===== src/rtl/bsram_pkg.sv =====
package bsram_pkg;

    localparam int LANES  = 4;
    localparam int LANE_W = 8;
    localparam int WORD_W = LANES * LANE_W;

    typedef enum logic [2:0] {
        OP_IDLE,
        OP_DESEL,
        OP_START_RD,
        OP_START_WR,
        OP_CONT_RD,
        OP_CONT_WR
    } op_e;

    typedef struct packed {
        op_e              op;
        logic [LANES-1:0] mask;
        logic             load;
        logic             adv;
    } cmd_t;

    // lanes to store for a given set of write controls (active low pins)
    function automatic logic [LANES-1:0] lane_mask(
        input logic             gwr_n,
        input logic             bwe_n,
        input logic [LANES-1:0] bsel_n
    );
        if (!gwr_n)
            return {LANES{1'b1}};
        else if (!bwe_n)
            return ~bsel_n;
        else
            return '0;
    endfunction

    // low two address bits at burst offset k
    function automatic logic [1:0] burst_lo(
        input logic [1:0] start,
        input logic [1:0] k,
        input logic       lin
    );
        return lin ? (start + k) : (start ^ k);
    endfunction

endpackage


===== src/rtl/bsram_decode.sv =====
module bsram_decode
    import bsram_pkg::*;
(
    input  logic             pstrb_n,
    input  logic             cstrb_n,
    input  logic             ce1_n,
    input  logic             ce2,
    input  logic             ce3_n,
    input  logic             gwr_n,
    input  logic             bwe_n,
    input  logic [LANES-1:0] bsel_n,
    input  logic             adv_n,
    input  logic             active,
    output cmd_t             cmd,
    output logic             wr_det
);

    logic             sel;
    logic             p_start;
    logic             c_start;
    logic             desel;
    logic             cont;
    logic [LANES-1:0] mask;

    always_comb begin
        sel     = !ce1_n && ce2 && !ce3_n;
        mask    = lane_mask(gwr_n, bwe_n, bsel_n);
        wr_det  = |mask;
        p_start = sel && !pstrb_n;
        c_start = sel && pstrb_n && !cstrb_n;
        desel   = !sel && (!pstrb_n || !cstrb_n);
        cont    = pstrb_n && cstrb_n && active;

        cmd      = '0;
        cmd.op   = OP_IDLE;
        cmd.mask = mask;
        if (p_start) begin
            cmd.op   = OP_START_RD;
            cmd.load = 1'b1;
            cmd.mask = '0;
        end else if (c_start) begin
            cmd.op   = wr_det ? OP_START_WR : OP_START_RD;
            cmd.load = 1'b1;
        end else if (desel) begin
            cmd.op   = OP_DESEL;
            cmd.mask = '0;
        end else if (cont) begin
            cmd.op  = wr_det ? OP_CONT_WR : OP_CONT_RD;
            cmd.adv = !adv_n;
        end else begin
            cmd.mask = '0;
        end
    end

endmodule


===== src/rtl/bsram_burst.sv =====
module bsram_burst #(
    parameter int AW = 6
) (
    input  logic          clk,
    input  logic          rst,
    input  logic          burst_lin,
    input  logic          load,
    input  logic          adv,
    input  logic [AW-1:0] addr_i,
    output logic [AW-1:0] cur_addr,
    output logic [AW-1:0] nxt_addr
);
    import bsram_pkg::*;

    logic [AW-1:0] base_q;
    logic [1:0]    k_q;
    logic [1:0]    k_nxt;

    assign k_nxt = k_q + 2'd1;

    always_ff @(posedge clk) begin
        if (rst) begin
            base_q <= '0;
            k_q    <= '0;
        end else if (load) begin
            base_q <= addr_i;
            k_q    <= '0;
        end else if (adv) begin
            k_q    <= k_nxt;
        end
    end

    always_comb begin
        cur_addr = {base_q[AW-1:2], burst_lo(base_q[1:0], k_q,   burst_lin)};
        nxt_addr = {base_q[AW-1:2], burst_lo(base_q[1:0], k_nxt, burst_lin)};
    end

endmodule


===== src/rtl/bsram_lanes.sv =====
module bsram_lanes
    import bsram_pkg::*;
#(
    parameter int AW = 6
) (
    input  logic              clk,
    input  logic              we,
    input  logic [LANES-1:0]  mask,
    input  logic [AW-1:0]     addr,
    input  logic [WORD_W-1:0] wdata,
    output logic [WORD_W-1:0] rdata
);
    localparam int DEPTH = 1 << AW;

    for (genvar g = 0; g < LANES; g++) begin : g_lane
        logic [LANE_W-1:0] ram [DEPTH];

        always_ff @(posedge clk) begin
            if (we && mask[g])
                ram[addr] <= wdata[g*LANE_W +: LANE_W];
        end

        assign rdata[g*LANE_W +: LANE_W] = ram[addr];
    end

endmodule


===== src/rtl/bsram_ctrl.sv =====
module bsram_ctrl
    import bsram_pkg::*;
#(
    parameter int AW = 6
) (
    input  logic              clk,
    input  logic              rst,
    input  logic              burst_lin,
    input  logic [AW-1:0]     addr_i,
    input  logic              pstrb_n,
    input  logic              cstrb_n,
    input  logic              ce1_n,
    input  logic              ce2,
    input  logic              ce3_n,
    input  logic              gwr_n,
    input  logic              bwe_n,
    input  logic [LANES-1:0]  bsel_n,
    input  logic              adv_n,
    input  logic              oe_n,
    input  logic [WORD_W-1:0] dq_i,
    output logic [WORD_W-1:0] dq_o,
    output logic              dq_oe
);

    cmd_t              cmd;
    logic              wr_det;
    logic              active_q;
    logic              rd_valid_q;
    logic [WORD_W-1:0] rd_q;
    logic [AW-1:0]     cur_addr;
    logic [AW-1:0]     nxt_addr;
    logic [AW-1:0]     acc_addr;
    logic [WORD_W-1:0] rdata;
    logic              we;

    bsram_decode i_decode (
        .pstrb_n (pstrb_n),
        .cstrb_n (cstrb_n),
        .ce1_n   (ce1_n),
        .ce2     (ce2),
        .ce3_n   (ce3_n),
        .gwr_n   (gwr_n),
        .bwe_n   (bwe_n),
        .bsel_n  (bsel_n),
        .adv_n   (adv_n),
        .active  (active_q),
        .cmd     (cmd),
        .wr_det  (wr_det)
    );

    bsram_burst #(.AW(AW)) i_burst (
        .clk       (clk),
        .rst       (rst),
        .burst_lin (burst_lin),
        .load      (cmd.load),
        .adv       (cmd.adv),
        .addr_i    (addr_i),
        .cur_addr  (cur_addr),
        .nxt_addr  (nxt_addr)
    );

    always_comb begin
        if (cmd.load)
            acc_addr = addr_i;
        else if (cmd.adv)
            acc_addr = nxt_addr;
        else
            acc_addr = cur_addr;
        we = (cmd.op == OP_START_WR) || (cmd.op == OP_CONT_WR);
    end

    bsram_lanes #(.AW(AW)) i_lanes (
        .clk   (clk),
        .we    (we),
        .mask  (cmd.mask),
        .addr  (acc_addr),
        .wdata (dq_i),
        .rdata (rdata)
    );

    always_ff @(posedge clk) begin
        if (rst) begin
            active_q   <= 1'b0;
            rd_valid_q <= 1'b0;
            rd_q       <= '0;
        end else begin
            unique case (cmd.op)
                OP_DESEL: begin
                    active_q   <= 1'b0;
                    rd_valid_q <= 1'b0;
                end
                OP_START_RD, OP_CONT_RD: begin
                    active_q   <= 1'b1;
                    rd_valid_q <= 1'b1;
                    rd_q       <= rdata;
                end
                OP_START_WR, OP_CONT_WR: begin
                    active_q   <= 1'b1;
                    rd_valid_q <= 1'b0;
                end
                default: ;
            endcase
        end
    end

    assign dq_o  = rd_q;
    assign dq_oe = !oe_n && rd_valid_q && !wr_det;

endmodule


===== config.mk =====
export PLATFORM = sky130hd
export DESIGN_NAME = bsram_ctrl
export DESIGN_NICKNAME = d
export VERILOG_FILES = /design/src/rtl/bsram_pkg.sv /design/src/rtl/bsram_decode.sv /design/src/rtl/bsram_burst.sv /design/src/rtl/bsram_lanes.sv /design/src/rtl/bsram_ctrl.sv
export SDC_FILE = /design/constraint.sdc
export NUM_CORES = 2
export LEC_CHECK = 0
export ABC_AREA = 1
export BUFFER_PORTS_ARGS = -buffer_cell sky130_fd_sc_hd__clkbuf_2
export CORE_MARGIN = 1
export CORE_UTILIZATION = 35
export CTS_CLUSTER_DIAMETER = 120
export CTS_CLUSTER_SIZE = 20
export DETAILED_ROUTE_END_ITERATION = 12
export PLACE_DENSITY = 0.61
export REMOVE_ABC_BUFFERS = 1
export SLEW_MARGIN = 20
export SYNTH_ARGS = -nofsm -noshare
export SYNTH_HDL_FRONTEND = slang
export SYNTH_SLANG_ARGS = --single-unit

===== constraint.sdc =====
create_clock -name clk -period 3.9 [get_ports clk]
set_input_delay 0.195 -clock clk [delete_from_list [all_inputs] [get_ports clk]]
set_output_delay 0.195 -clock clk [all_outputs]
set_load 0.02 [all_outputs]

==> summary.md <==
| Metric | Value |
|---|---|
| Post-synthesis cell count | `8983` |
| Netlist cell types | `30` |
| CP top delay family | `simple AND/OR/NAND/NOR gates` |
| Via count | `63.4k` |
| Die width | `508 um` |
| Area contributors post-synth | `edfxtp_1 (69%), nand2_1 (21%), nand3_1 (4.0%)` |
| Worst reg-to-reg path cell count | `14` |
| Number of global-route vias before repair | `59.7k` |
| Worst Hold Path Cells | `1` |
| Crit path top cell by count | `nand2_1` |
| Area Overhead vs Synth | `11.0%` |
| R2r setup slk | `0.09 ns` |
| Power Dens Cells | `413 nW/um^2` |
| Hold Crit Class | `in2reg` |
| Max Slew Vio Count | `0` |
| RSZ-0062 raised after global routing | `false` |
| Fin area | `99500 um^2` |
| Period Utilization, post-route | `0.977` |
| WL final | `266 mm` |
| # fillers | `24.5k` |
| Root Buffer | `clkbuf_16` |
| Arr. time, crit path | `4.34 ns` |
| I/O pins | `87` |
| Register bit total from synthesis | `2090` |
| Synthesized area | `89700 um^2` |
| Drt initial violations | `7271` |
| Fin nets | `9169` |
| Synth Flop Type | `edfxtp_1` |
| Multiplexer share of the synthesized area | `0` |
| Post-synth ARST share | `0` |
| # rows | `185` |
| Clock Path Buffers | `3` |
| Rel. slew slack | `0.191` |
| Clk Latency, worst-skew pair | `0.81 ns` |
| Clk sink count | `2090` |
| XOR/XNOR Fraction of Synth Area | `0` |
| Critical path's slowest cell | `nand2_1` |
| Critical Path Start Type | `flip-flop` |
| Core ar. | `254000 um^2` |
| Drt drc | `0` |
| Hold path start | `dq_i[28]` |
| TritonRoute pass-1 iters | `8` |
| RD Place Congestion | `0.878` |
| Crit Path Class | `reg2reg` |
| Leakage | `40.0 nW` |
| Worst Path Max Fanout | `37` |
| Proportion of layout cells with a drive suffix above 1 | `0.0774` |
| DIE AREA | `258000 um^2` |
| Least-Margin Pin Slew | `1.21 ns` |
| Slowest Stage Delay on Critical Path | `0.60 ns` |
| Synth Area in Compound Gates | `0.00144` |
| CP endpoint kind | `flip-flop` |
| FF-to-FF End | `i_lanes.g_lane[2].ram[50][6]` |
| Synth warn | `0` |
| DRT antenna net count | `0` |
| Post-Synth Simple-Gate Area | `0.273` |
| Largest net degree at the start of global routing | `198` |
| Final TNS setup | `0 ns` |
| Register area share after synthesis | `0.695` |
| Count of input and output buffers | `86` |
| Count leader, synth | `nand2_1` |
| Post-synth EDFFs | `2048` |
| Synth area leader | `edfxtp_1` |
| Number of max-cap violations | `0` |
| Main combinational cell family by area after synthesis | `simple AND/OR/NAND/NOR gates` |
| Highest clock rate | `0.262 GHz` |
| CTS Buf Count | `116` |
| CP required | `4.42 ns` |
| Global-route wire length before repair | `392 mm` |
| Routed len/inst | `21.1 um` |
| Synth top cells by count | `nand2_1 (5117), edfxtp_1 (2048), nand3_1 (716), nor2_1 (389), buf_2 (246)` |
| Final hold vios | `0` |
| CTS tree | `yes` |
| Fin crit period | `3.81 ns` |
| Initial core utilization | `0.353` |
| Initial antenna violation count | `11` |
| Post-Syn Area per Cell | `9.99 um^2` |
| Hold Path Sink | `i_lanes.g_lane[3].ram[23][4]` |
| Die Ht | `508 um` |
| H-Tree Depth | `3` |
| Post-detail-place hpwl | `161 mm` |
| Status | `completed` |
| Critical path cell sequence | `inv_1 > ha_1 > nand2_1 > nand2_1 > nand2_1 > nand2_1 > nand3_1 > nand3_1 > nand2_8 > nand2_1 > nor2_2 > nand2_1 > nor2_1 > buf_4` |
| Via density | `5.04` |
| Crit path buffers/inverters | `2` |
| Final setup vio count | `0` |
| Clock transition at path regs | `0.09 ns` |
| Maximum vdd drop | `0.000392 V` |
| Total track usage | `0.202` |
| Grt total ovfl | `0` |
| Post-synthesis adder-cell area fraction | `0.000279` |
| Placed instance area | `96100 um^2` |
| Clock skew | `0.0320 ns` |
| Share of the synthesized area in the top cell type | `0.686` |
| Reg2reg start | `i_burst.k_q[0]` |
-- layout by cell type, fill, tap and decap left out, types with 2 or more instances in the layout --
| cell | count |
|---|---|
| nand3_1 | 715 |
| o21ai_0 | 8 |
| nand2_2 | 6 |
| clkbuf_16 | 118 |
| nand2_1 | 5111 |
| nor2_2 | 10 |
| clkinv_8 | 3 |
| edfxtp_1 | 2048 |
| a21oi_1 | 6 |
| inv_8 | 2 |
| nand2_8 | 3 |
| inv_6 | 4 |
| inv_1 | 66 |
| diode_2 | 5 |
| nand4_1 | 6 |
| buf_4 | 396 |
| or2_1 | 4 |
| nor2_4 | 2 |
| buf_12 | 50 |
| nor3_4 | 4 |
| buf_2 | 7 |
| ha_1 | 2 |
| inv_2 | 13 |
| dlygate4sd3_1 | 8 |
| clkbuf_1 | 82 |
| o21ai_4 | 2 |
| clkbuf_2 | 79 |
| o21ai_2 | 3 |
| nor3_2 | 4 |
| nor2_1 | 388 |
| dfxtp_1 | 42 |
-- kinds of logic after synthesis --
logic type / after synthesis
adders and majority gates: 2
DFF: 2090
AOI/OAI and AO/OA: 22
and+or+nand+nor: 6260
buffers and inverters: 609
-- worst reg2reg max path, delay by kind of cell, from the launching register on --
kind	cells	cell delay, ns
flops	1	0.42
buf+inv	2	0.37
simple gates	11	2.47
fa+ha+maj	1	0.25
-- per-stage QoR --
stage / hold slack (ns) / instances / power (mW) / utilization / setup slack (ns)
floorplan: 0.264 / 8455 / 27.5 / - / -28.21
global placement: 0.482 / 12353 / 28.6 / 0.378 / 0.145
detailed placement: 0.492 / 12353 / 28.6 / 0.378 / 0.161
CTS: 0.0175 / 12570 / 41.3 / 0.391 / 0.190
global route: 0.0196 / 12571 / 42.4 / 0.391 / 0.000157
finish: 0.0260 / 12575 / 41.1 / 0.391 / 0.0889
-- timing repair --
action | 4_1_cts | 5_1_grt
endpoints found under the hold margin | 6 | 0
setup endpoints to repair | 0 | 8
gates resized for setup | 0 | 1
buffers inserted | 0 | 0
hold buffers | 8 | 0
-- worst max-delay path by stage --
stage	start	end	slack (ns)	depth (start not counted)
floorplan	i_burst.k_q[0]	i_lanes.g_lane[0].ram[32][0]	-28.21	9
global placement	ce2	i_lanes.g_lane[2].ram[49][4]	0.15	11
detailed placement	cstrb_n	i_lanes.g_lane[2].ram[49][2]	0.16	10
CTS	i_burst.k_q[0]	i_lanes.g_lane[1].ram[54][7]	0.19	15
global route	i_burst.k_q[0]	i_lanes.g_lane[2].ram[51][6]	0.0002	14
finish	i_burst.k_q[0]	i_lanes.g_lane[2].ram[50][6]	0.09	14
-- per-layer routing --
layer  wire length (um)  global-route usage
met1             112000               0.280
met4              10000              0.0724
met2             120000               0.317
met5                 22                   0
met3              23100              0.0346
-- layout make-up --
class                   count  area (um^2)  area share
diodes                      5         12.5    0.000126
clock inverters             9          115     0.00116
inverters                  81          312     0.00313
multi-input cells        6284        24800       0.249
well taps                3366         4210      0.0423
flip-flops and latches   2090        62300       0.626
clock buffers             200         3260      0.0328
repair buffers            540         4480      0.0450
-- flip-flops by register name (all words and copies together) (netlist names) --
signal and flops:
i_lanes.g_lane.ram 2048, i_burst.base_q 6, i_burst.k_q 2, dq_o 32, rd_valid_q 1, active_q 1
-- where the power goes --
part / internal (mW) / switching, mW
logic: 0.845 / 2.58
clock network: 5.73 / 7.29
registers: 24.6 / 0.0384
total: 31.2 / 9.91
Note: power is estimated with default switching activity, not from simulation.
